**config.mk**
```make
export PLATFORM = sky130hd
export DESIGN_NAME = int_divider
export DESIGN_NICKNAME = d
export VERILOG_FILES = /design/src/rtl/div_pkg.sv /design/src/rtl/div_prep.sv /design/src/rtl/div_step.sv /design/src/rtl/div_range.sv /design/src/rtl/int_divider.sv
export SDC_FILE = /design/constraint.sdc
export NUM_CORES = 1
export LEC_CHECK = 0
export ABC_AREA = 0
export CORE_ASPECT_RATIO = 0.6
export CORE_MARGIN = 1
export CORE_UTILIZATION = 40
export CTS_BUF_LIST = sky130_fd_sc_hd__clkbuf_8
export CTS_CLUSTER_DIAMETER = 200
export CTS_CLUSTER_SIZE = 8
export DETAILED_ROUTE_END_ITERATION = 7
export HOLD_SLACK_MARGIN = 0.06
export PLACE_DENSITY_LB_ADDON = 0.08
export SYNTH_ARGS = -nofsm -noshare
export SYNTH_HDL_FRONTEND = slang
export SYNTH_HIERARCHICAL = 1
export SYNTH_SLANG_ARGS = --single-unit
```
**constraint.sdc**
```tcl
create_clock -name clk -period 4.17 [get_ports clk]
set_clock_uncertainty 0.15 [all_clocks]
set_input_delay 0.6255 -clock clk [delete_from_list [all_inputs] [get_ports clk]]
set_output_delay 0.6255 -clock clk [all_outputs]
set_load 0.1 [all_outputs]
```
**src/rtl/div_pkg.sv**
```systemverilog
`timescale 1ns/1ps
package div_pkg;
    localparam int MAX_W = 32;

    typedef enum logic [1:0] {
        ST_IDLE = 2'd0,
        ST_RUN  = 2'd1,
        ST_FIN  = 2'd2
    } div_state_e;

    function automatic int width_of(input logic [1:0] sz);
        case (sz)
            2'd0:    return 8;
            2'd1:    return 16;
            default: return 32;
        endcase
    endfunction
endpackage

```
**src/rtl/div_prep.sv**
```systemverilog
`timescale 1ns/1ps
module div_prep #(
    parameter int W  = div_pkg::MAX_W,
    localparam int DW = 2 * W,
    localparam int CW = $clog2(W + 1)
) (
    input  logic [1:0]    op_size,
    input  logic          is_signed,
    input  logic [DW-1:0] dividend,
    input  logic [W-1:0]  divisor,
    output logic [CW-1:0] width_o,
    output logic [W-1:0]  dvs_mag,
    output logic [W-1:0]  rem_init,
    output logic [W-1:0]  low_al,
    output logic          quo_neg,
    output logic          rem_neg,
    output logic          zero_div,
    output logic          early_ovf
);
    int            wi;
    logic [DW-1:0] m2, top2, dd_ext, dd_mag, hi;
    logic [W-1:0]  m1, top1, dv_ext, lo;
    logic          dd_s, dv_s;

    always_comb begin
        wi      = div_pkg::width_of(op_size);
        width_o = CW'(wi);
        m2      = (DW'(1) << (2 * wi)) - DW'(1);
        m1      = (W'(1) << wi) - W'(1);
        top2    = DW'(1) << (2 * wi - 1);
        top1    = W'(1) << (wi - 1);
        dd_s    = is_signed && ((dividend & top2) != '0);
        dv_s    = is_signed && ((divisor & top1) != '0);
        dd_ext  = (dividend & m2) | (dd_s ? ~m2 : '0);
        dv_ext  = (divisor & m1) | (dv_s ? ~m1 : '0);
        dd_mag  = dd_s ? (~dd_ext + DW'(1)) : dd_ext;
        dvs_mag = dv_s ? (~dv_ext + W'(1)) : dv_ext;
        hi      = dd_mag >> wi;
        rem_init = hi[W-1:0];
        lo      = dd_mag[W-1:0] & m1;
        low_al  = lo << (W - wi);
        quo_neg = dd_s ^ dv_s;
        rem_neg = dd_s;
        zero_div  = (divisor & m1) == '0;
        early_ovf = !zero_div && (rem_init >= dvs_mag);
    end
endmodule

```
**src/rtl/div_step.sv**
```systemverilog
`timescale 1ns/1ps
module div_step #(
    parameter int W = div_pkg::MAX_W
) (
    input  logic [W-1:0] rem_i,
    input  logic         bit_i,
    input  logic [W-1:0] dvs_i,
    output logic [W-1:0] rem_o,
    output logic         q_o
);
    logic [W:0] ext;
    logic [W:0] dvx;

    always_comb begin
        ext   = {rem_i, bit_i};
        dvx   = {1'b0, dvs_i};
        q_o   = ext >= dvx;
        rem_o = W'(q_o ? (ext - dvx) : ext);
    end
endmodule

```
**src/rtl/div_range.sv**
```systemverilog
`timescale 1ns/1ps
module div_range #(
    parameter int W  = div_pkg::MAX_W,
    localparam int CW = $clog2(W + 1)
) (
    input  logic [W-1:0]  qmag,
    input  logic [CW-1:0] width_i,
    input  logic          is_signed,
    input  logic          neg,
    input  logic          legacy,
    output logic          ovf
);
    logic [W-1:0] lim;

    always_comb begin
        lim = W'(1) << (int'(width_i) - 1);
        ovf = 1'b0;
        if (is_signed) begin
            if (!neg)
                ovf = qmag >= lim;
            else
                ovf = (qmag > lim) || (legacy && (qmag == lim));
        end
    end
endmodule

```
**src/rtl/int_divider.sv**
```systemverilog
`timescale 1ns/1ps
module int_divider #(
    parameter int W  = div_pkg::MAX_W,
    localparam int DW = 2 * W,
    localparam int CW = $clog2(W + 1)
) (
    input  logic          clk,
    input  logic          rst_n,
    input  logic          start,
    input  logic [1:0]    op_size,
    input  logic          is_signed,
    input  logic          legacy_mode,
    input  logic [DW-1:0] dividend,
    input  logic [W-1:0]  divisor,
    output logic          busy,
    output logic          done,
    output logic          fault,
    output logic [W-1:0]  quotient,
    output logic [W-1:0]  remainder
);
    import div_pkg::*;

    typedef struct packed {
        div_state_e    state;
        logic [CW-1:0] cnt;
        logic [CW-1:0] width;
        logic [W-1:0]  dvs;
        logic [W-1:0]  rem;
        logic [W-1:0]  low;
        logic [W-1:0]  quo;
        logic          quo_neg;
        logic          rem_neg;
        logic          sgn;
        logic          legacy;
        logic          pend;
        logic          done;
        logic          fault;
        logic [W-1:0]  q_out;
        logic [W-1:0]  r_out;
    } regs_t;

    regs_t r_d, r_q;

    logic [CW-1:0] p_width;
    logic [W-1:0]  p_dvs, p_rem, p_low;
    logic          p_qneg, p_rneg, p_zero, p_early;
    logic [W-1:0]  s_rem;
    logic          s_bit;
    logic          rng_ovf;
    logic [W-1:0]  wmask;

    div_prep #(.W(W)) u_prep (
        .op_size   (op_size),
        .is_signed (is_signed),
        .dividend  (dividend),
        .divisor   (divisor),
        .width_o   (p_width),
        .dvs_mag   (p_dvs),
        .rem_init  (p_rem),
        .low_al    (p_low),
        .quo_neg   (p_qneg),
        .rem_neg   (p_rneg),
        .zero_div  (p_zero),
        .early_ovf (p_early)
    );

    div_step #(.W(W)) u_step (
        .rem_i (r_q.rem),
        .bit_i (r_q.low[W-1]),
        .dvs_i (r_q.dvs),
        .rem_o (s_rem),
        .q_o   (s_bit)
    );

    div_range #(.W(W)) u_range (
        .qmag      (r_q.quo),
        .width_i   (r_q.width),
        .is_signed (r_q.sgn),
        .neg       (r_q.quo_neg),
        .legacy    (r_q.legacy),
        .ovf       (rng_ovf)
    );

    always_comb begin
        r_d       = r_q;
        r_d.done  = 1'b0;
        r_d.fault = 1'b0;
        wmask     = (W'(1) << r_q.width) - W'(1);
        case (r_q.state)
            ST_IDLE: begin
                if (start) begin
                    r_d.width   = p_width;
                    r_d.cnt     = p_width;
                    r_d.dvs     = p_dvs;
                    r_d.rem     = p_rem;
                    r_d.low     = p_low;
                    r_d.quo     = '0;
                    r_d.quo_neg = p_qneg;
                    r_d.rem_neg = p_rneg;
                    r_d.sgn     = is_signed;
                    r_d.legacy  = legacy_mode;
                    r_d.pend    = p_zero || p_early;
                    r_d.state   = (p_zero || p_early) ? ST_FIN : ST_RUN;
                end
            end
            ST_RUN: begin
                r_d.rem = s_rem;
                r_d.low = r_q.low << 1;
                r_d.quo = {r_q.quo[W-2:0], s_bit};
                r_d.cnt = r_q.cnt - CW'(1);
                if (r_q.cnt == CW'(1))
                    r_d.state = ST_FIN;
            end
            ST_FIN: begin
                r_d.state = ST_IDLE;
                r_d.done  = 1'b1;
                if (r_q.pend || rng_ovf) begin
                    r_d.fault = 1'b1;
                end else begin
                    r_d.q_out = (r_q.quo_neg ? (~r_q.quo + W'(1)) : r_q.quo) & wmask;
                    r_d.r_out = (r_q.rem_neg ? (~r_q.rem + W'(1)) : r_q.rem) & wmask;
                end
            end
            default: r_d.state = ST_IDLE;
        endcase
    end

    always_ff @(posedge clk or negedge rst_n) begin
        if (!rst_n)
            r_q <= '0;
        else
            r_q <= r_d;
    end

    assign busy      = r_q.state != ST_IDLE;
    assign done      = r_q.done;
    assign fault     = r_q.fault;
    assign quotient  = r_q.q_out;
    assign remainder = r_q.r_out;


    done_pulse_chk: assert property (@(posedge clk) disable iff (!rst_n)
        done |=> !done);


    done_idle_chk: assert property (@(posedge clk) disable iff (!rst_n)
        done |-> !busy);


    busy_start_chk: assert property (@(posedge clk) disable iff (!rst_n)
        $rose(busy) |-> $past(start));


    fault_hold_chk: assert property (@(posedge clk) disable iff (!rst_n)
        fault |-> ($stable(quotient) && $stable(remainder)));


    zero_div_chk: assert property (@(posedge clk) disable iff (!rst_n)
        (start && !busy && p_zero) |=> ##1 (done && fault));


    rem_bound_chk: assert property (@(posedge clk) disable iff (!rst_n)
        (r_q.state == ST_RUN) |-> (r_q.rem < r_q.dvs));


    upper_zero_chk: assert property (@(posedge clk) disable iff (!rst_n)
        (done && !fault) |-> (((quotient >> r_q.width) == '0) && ((remainder >> r_q.width) == '0)));
endmodule

```
# Yosys cells after proc, flatten, opt, wreduce, memory -nomap -nowiden

Cells that the tools add are included.

Bitwise gates (word level): 17
Eq/ne operators: 7
Add/subtract/negate cells: 13
Reductions and logical operators: 19
Shift-type cells: 8
Mux-type cells: 19
$lt $le $gt $ge: 4

Operators with widths:

| kind                                                                  | count |
|---|---|
| 64-bit 2-to-1 mux                                                     | 3 |
| 96-bit case mux with 2 select lines                                   | 1 |
| 32-bit bitwise AND                                                    | 5 |
| 32-bit 2-to-1 mux                                                     | 5 |
| 147-bit 2-to-1 mux                                                    | 1 |
| 64-bit bitwise AND                                                    | 2 |
| 32-bit NOT                                                            | 4 |
| 64-bit NOT                                                            | 2 |
| 32-bit by 1-bit adder with 32-bit output (second input constant)      | 3 |
| 66-bit 2-to-1 mux                                                     | 1 |
| 64-bit by 1-bit adder with 64-bit output (second input constant)      | 1 |
| 32-bit greater-or-equal comparator                                    | 2 |
| 64-bit OR                                                             | 1 |
| 64-bit nonzero test                                                   | 1 |
| 1-bit by 32-bit left shift with 32-bit output (first input constant)  | 2 |
| 1-bit by 32-bit left shift with 64-bit output (first input constant)  | 1 |
| 1-bit by 6-bit left shift with 32-bit output (first input constant)   | 2 |
| 1-bit by 7-bit left shift with 64-bit output (first input constant)   | 1 |
| 64-bit by 6-bit >> shifter with 32-bit output                         | 1 |
| 32-bit by 2-bit subtractor with 32-bit output (second input constant) | 2 |
| 64-bit by 2-bit subtractor with 64-bit output (second input constant) | 1 |
| 33-bit by 32-bit greater-or-equal comparator with 1-bit output        | 1 |
| 32-bit equality test                                                  | 1 |
| 32-bit greater-than comparator                                        | 1 |
| 25 further kinds                                                      | 42 |

Output and inout bits: 67
Bits of input ports: 103
Bits in registers: 213
Word-level logic and storage cells: 103

# Logic depth before layout (Yosys ltp)

Depth after elaboration: 19
Depth in mapped cells: 35
Mapped depth without buffers: 26

# Cells and area by module

The synthesis kept the hierarchy.

Modules (own cells, without submodules):

| module      | sequential area each (um^2) | area an instance (um^2) | cells an instance | times used |
|---|---|---|---|---|
| int_divider | 5,330.1                     | 11,225.8                | 1,272             | 1 |
| div_prep    | 0.0                         | 6,381.1                 | 1,032             | 1 |
| div_step    | 0.0                         | 2,331.0                 | 323               | 1 |
| div_range   | 0.0                         | 1,098.6                 | 160               | 1 |

# Least setup slack after synthesis

Ideal clock, no wire load.

Path type: input-to-reg
Start: input port op_size[0]
End: register r_q[212] (netlist bit)
Setup time: 94 ps
Path buffers: 10
Required time: 3,926 ps
Path slack: -3,048 ps
Arrival time: 6,974 ps
Stages on the path: 33
Path through: buf_2 -> or2_1 -> clkbuf_1 -> clkbuf_1 -> clkbuf_1 -> clkbuf_1 -> ha_1 -> clkinv_1 -> clkbuf_1 -> clkbuf_1 -> ha_1 -> buf_2 -> nor2b_1 -> or4b_1 -> clkbuf_1 -> or4_1 -> clkbuf_1 -> o41a_1 -> nand2_1 -> o22ai_1 -> a221o_1 -> ha_1 -> nand3_1 -> nor2_1 -> nand2_1 -> a211oi_1 -> a21oi_1 -> o311a_1 -> nor2_1 -> nor2_1 -> nor2_1 -> nor2_1 -> a211oi_1

Word-level cells in the longest chain between the ends: 19
Elaborated cells between the ends (all ways): 40
Classes of those cells: add/sub: 6; order compare: 1; eq/ne: 1; shift: 5; mux: 8; bitwise: 10; reduce/logical: 9

RTL lines:

| what                                                                                | RTL line           | text |
|---|---|---|
| start: declaration                                                                  | int_divider.sv:10  | `input logic [1:0] op_size,` |
| 2-bit by 1-bit equality test with 1-bit output or 2-bit logical NOT (tied branches) | div_pkg.sv:12      | `case (sz)` |
| 6-bit case mux with 2 select lines (*)                                              | div_pkg.sv:12      |  |
| via p_width[5]                                                                      | int_divider.sv:44  | `logic [CW-1:0] p_width;` |
| 7-bit by 1-bit subtractor with 8-bit output                                         | div_prep.sv:30     | `top2 = DW'(1) << (2 * wi - 1);` |
| 1-bit by 32-bit left shift with 64-bit output                                       | div_prep.sv:30     |  |
| 64-bit bitwise AND                                                                  | div_prep.sv:32     | `dd_s = is_signed && ((dividend & top2) != '0);` |
| 64-bit nonzero test                                                                 | div_prep.sv:32     |  |
| 1-bit logical AND                                                                   | div_prep.sv:32     |  |
| (+6 left out)                                                                       | -                  |  |
| via p_rem[23]                                                                       | int_divider.sv:45  | `logic [W-1:0] p_dvs, p_rem, p_low;` |
| 32-bit greater-or-equal comparator (*)                                              | div_prep.sv:45     | `early_ovf = !zero_div && (rem_init >= dvs_mag);` |
| 1-bit logical AND (*)                                                               | div_prep.sv:45     |  |
| via p_early                                                                         | int_divider.sv:46  | `logic p_qneg, p_rneg, p_zero, p_early;` |
| 1-bit logical OR (*)                                                                | int_divider.sv:103 | `r_d.state = (p_zero \|\| p_early) ? ST_FIN : ST_RUN;` |
| 2-bit 2-to-1 mux (*)                                                                | int_divider.sv:103 |  |
| 147-bit 2-to-1 mux (*)                                                              | int_divider.sv:91  | `if (start) begin` |
| 2-bit case mux with 2 select lines (*)                                              | int_divider.sv:89  | `case (r_q.state)` |
| end signal: assignment                                                              | int_divider.sv:132 | `r_q <= r_d;` |
| end: declaration                                                                    | int_divider.sv:42  | `regs_t r_d, r_q;` |

Mark *: on every way through the listed nets, which the timed path passes. The rest lies on a longest branch. The select of a mux whose other input is x is not followed.
A chain may end at the register's enable or synchronous reset.

# Worst setup path in the final report

Start: input port dividend[7]
End: register r_q[212] (netlist bit)

Word-level cells in the longest chain between the ends: 15
Elaborated cells between the ends (all ways): 16
Classes of those cells: add/sub: 1; order compare: 1; shift: 1; mux: 5; bitwise: 4; reduce/logical: 4

RTL lines:

| what                                              | RTL line           | text |
|---|---|---|
| start: declaration                                | int_divider.sv:13  | `input logic [DW-1:0] dividend,` |
| 64-bit bitwise AND                                | div_prep.sv:32     |  |
| 64-bit nonzero test                               | div_prep.sv:32     |  |
| 1-bit logical AND                                 | div_prep.sv:32     |  |
| 64-bit 2-to-1 mux                                 | div_prep.sv:34     | `dd_ext = (dividend & m2) \| (dd_s ? ~m2 : '0);` |
| 64-bit OR                                         | div_prep.sv:34     |  |
| 64-bit NOT                                        | div_prep.sv:36     | `dd_mag = dd_s ? (~dd_ext + DW'(1)) : dd_ext;` |
| 64-bit by 1-bit adder with 64-bit output          | div_prep.sv:36     |  |
| 64-bit 2-to-1 mux (*)                             | div_prep.sv:36     |  |
| 64-bit by 6-bit >> shifter with 32-bit output (*) | div_prep.sv:38     | `hi = dd_mag >> wi;` |
| via p_rem[14]                                     | int_divider.sv:45  |  |
| 32-bit greater-or-equal comparator (*)            | div_prep.sv:45     |  |
| 1-bit logical AND (*)                             | div_prep.sv:45     |  |
| via p_early                                       | int_divider.sv:46  |  |
| 1-bit logical OR (*)                              | int_divider.sv:103 |  |
| 2-bit 2-to-1 mux (*)                              | int_divider.sv:103 |  |
| 147-bit 2-to-1 mux (*)                            | int_divider.sv:91  |  |
| 2-bit case mux with 2 select lines (*)            | int_divider.sv:89  |  |

Marks and branches as above.

==> impl_metrics.tcl <==
set metrics [dict create \
    synth_most_common_cell "nand2_1" \
    slew_headroom_pct 16.9 \
    rsz0062_at_grt "yes" \
    slew_viol_final 0 \
    hp-class "register to register" \
    io_pins 170 \
    p_int_mw 9.56 \
    dieWidth_um 298 \
    viasPerCell 6.12 \
    synth_top_cell_area_share_pct 25.3 \
    status "complete, but fails checks" \
    cts_buffers 30 \
    clk_latency_ps 650 \
    total_power_mw 21.1 \
    power.density_mw_per_mm2 707 \
    async_reset_ff_share_pct 100 \
    clkSinkCount 213 \
    end_kind "register" \
    postRouteAntennaNets 0 \
    ys_ff_latch 213 \
    grt_use_total_pct 37.0 \
    syn_area_per_cell_sq_um 7.55 \
    dp_hpwl_um 78900 \
    clockPowerShare_pct 7.1 \
    yosys_warnings 6 \
    grt_start_max_net_pins 93 \
    setup_tns_ps -11010 \
    htree_levels 1 \
    fp-row-count 64 \
    grt_pass1_vias 23353 \
    p_seq_share_pct 17.8 \
    wl_um 103000 \
    finalHoldViolations 0 \
    crit_type "input port to register" \
    start_util_pct 40.9 \
    power_switching_mw 11.6 \
    nets 3596 \
    grt_first_pass_wirelength_um 151000 \
    finalCritPeriodShare_pct 128 \
    firstDrtPassIters 5 \
    gp_congestion 1.02 \
    coreArea_sq_mm 0.0514 \
    antenna_found_initial 3 \
    violations "negative setup slack" \
    worst_pin_slew_ps 1240 \
    fin_ws_ps -1190 \
    ir_worst_vdd_mv 0.624 \
    switching_share_pct 54.8 \
    syn_area_sq_mm 0.0210 \
    combPwrFrac_pct 75.0 \
    ys.flop_type "dfrtp_1" \
    clockRootBuffer "clkbuf_8" \
    leakagePower_nw 13.1 \
    synth_top_cell_by_area "dfrtp_1" \
    cts_buffer_depth 3 \
    final.min_clock_period_ps 5360 \
    area_growth_pct 42.1 \
    dp_slack_ps -2760 \
    drt_iter0_drc 2766 \
    cap_viol_max_count 0 \
    drc 0 \
    die_area_sq_mm 0.0535 \
    cts.clk_slew.worst_paths_ps 70 \
    required_ps 4520 \
    cts_tree "yes" \
    synth_cells 2787 \
    overflow 0 \
    layout-drive-gt1-share_pct 30.5 \
    start_kind "input port" \
    synth_edf_count 0 \
    die_y_um 180 \
    max_freq_ghz 0.187 \
    portBuffers 169 \
    wl_per_cell_um 25.1 \
    worstPathMaxFanout 5 \
    yosys-top-cells-area "dfrtp_1, nand2_1, ha_1" \
    setup_viol 70 \
    arrival_ps 5700 \
    antenna_cells 0 \
    vias 24929 \
    synth_common_cells "nand2_1, nor2_1, dfrtp_1" \
    synth.distinct_cells 105 \
    synth-seq-area-share_pct 25.3 \
    timing.hold.ws_ps 330 \
]
stage by stage:
| stage | area (sq um) | util (%) | std cells |
|---|---|---|---|
| 5_1_grt | 29900 | 58.2 | 4076 |
| 2_1_floorplan | 21400 | - | 2789 |
| 4_1_cts | 29000 | 56.3 | 4059 |
| 3_5_place_dp | 27000 | 52.6 | 3981 |
| 3_3_place_gp | 27000 | 52.6 | 3981 |
| 6_report | 29900 | 58.2 | 4076 |
timing repair:
item	4_1_cts	5_1_grt
hold endpoints to repair	89	0
hold buffers	1	0
pin swaps	107	90
resized for setup	246	205
gates cloned	11	2
buffers inserted	37	21
endpoints found under the setup margin	102	89
power by group through the flow:
stage | clock network (mW) | registers, mW | logic, mW
after floorplan | 0 | 3.45 | 9.73
after global placement | 0 | 3.63 | 13.5
after detailed placement | 0 | 3.67 | 13.7
after CTS | 1.50 | 3.68 | 14.8
after global routing | 1.59 | 3.86 | 16.8
final | 1.51 | 3.77 | 15.9
logic make-up (layout without fill, tap and decap cells):
| kind of cell | count (synthesis) | after routing | synth area share, % |
|---|---|---|---|
| AND/OR/NAND/NOR | 1062 | 1062 | 23.9 |
| buffers and inverters | 352 | 946 | 7.71 |
| AO/OA/AOI/OAI | 831 | 831 | 26.7 |
| other | 1 | 3 | 0.0178 |
| flip-flops | 213 | 213 | 25.3 |
| XOR/XNOR | 166 | 166 | 6.91 |
| adder cells (fa/ha/maj) | 111 | 111 | 6.64 |
| multiplexers | 51 | 51 | 2.80 |
routing by layer:
layer,vias up,share of wire [%],routed length [um],GRT usage (%)
met3,94,12,12300,12.0
met2,1257,39,39800,49.7
li1,11199,-,-,-
met1,12373,48,49300,58.1
met4,6,0.97,996,2.85
met5,-,0.10,105,0
critical path: stages:
cell	delay, ps
clkdlybuf4s50_1	420
or4_4	550
or3_4	400
nor3_4	300
buf_4	170
buf_4	140
a31oi_1	130
xor2_2	290
nand2b_1	350
o211ai_1	170
a2bb2oi_2	360
buf_4	180
ha_1	240
a21o_1	180
a21oi_2	210
o221ai_2	150
a21oi_2	190
o311a_1	180
nor2_2	50
nor2_4	150
nor2_1	60
nor2_1	140
a211oi_2	50
path summary, 6_finish.rpt:
check,start,endpoint,slack [ps],cells after the start
max in group asynchronous,rst_n,r_q[178]$_DFFE_PN0P_,2390,3
worst max register to register,r_q[199]$_DFFE_PN0P_,remainder[28]$_DFFE_PN0P_,-190,18
worst max-delay path,dividend[7],r_q[212]$_DFFE_PN0P_,-1190,23
worst min-delay path,r_q[198]$_DFFE_PN0P_,r_q[198]$_DFFE_PN0P_,330,2
min in group asynchronous,rst_n,r_q[105]$_DFFE_PN0P_,430,2
worst min register to register,r_q[198]$_DFFE_PN0P_,r_q[198]$_DFFE_PN0P_,330,2
flip-flops by register name (all words and copies together) (netlist names):
signal,count
r_q,147
quotient,32
remainder,32
done,1
fault,1
cell usage in the layout (no fill, tap or decap), types with 46 or more instances in the layout:
cell and n:
dfrtp_1 211, nor3_1 65, clkdlybuf4s50_1 163, xor2_1 97, a22oi_1 68, nor2_1 224
nand2_1 359, o21ai_0 128, a21oi_1 148, ha_1 95, nand3_1 46, buf_4 591
xnor2_1 63, inv_1 95
area by class of cell:
class                   instances  area (sq um)
fillers                      4743         21500
multi-input cells            2224         15900
repair buffers                810          7020
flip-flops and latches        213          5340
well taps                     693           867
clock buffers                  30           413
inverters                     103           392
clock inverters                 3          17.5
(Power assumes the default switching activity.)
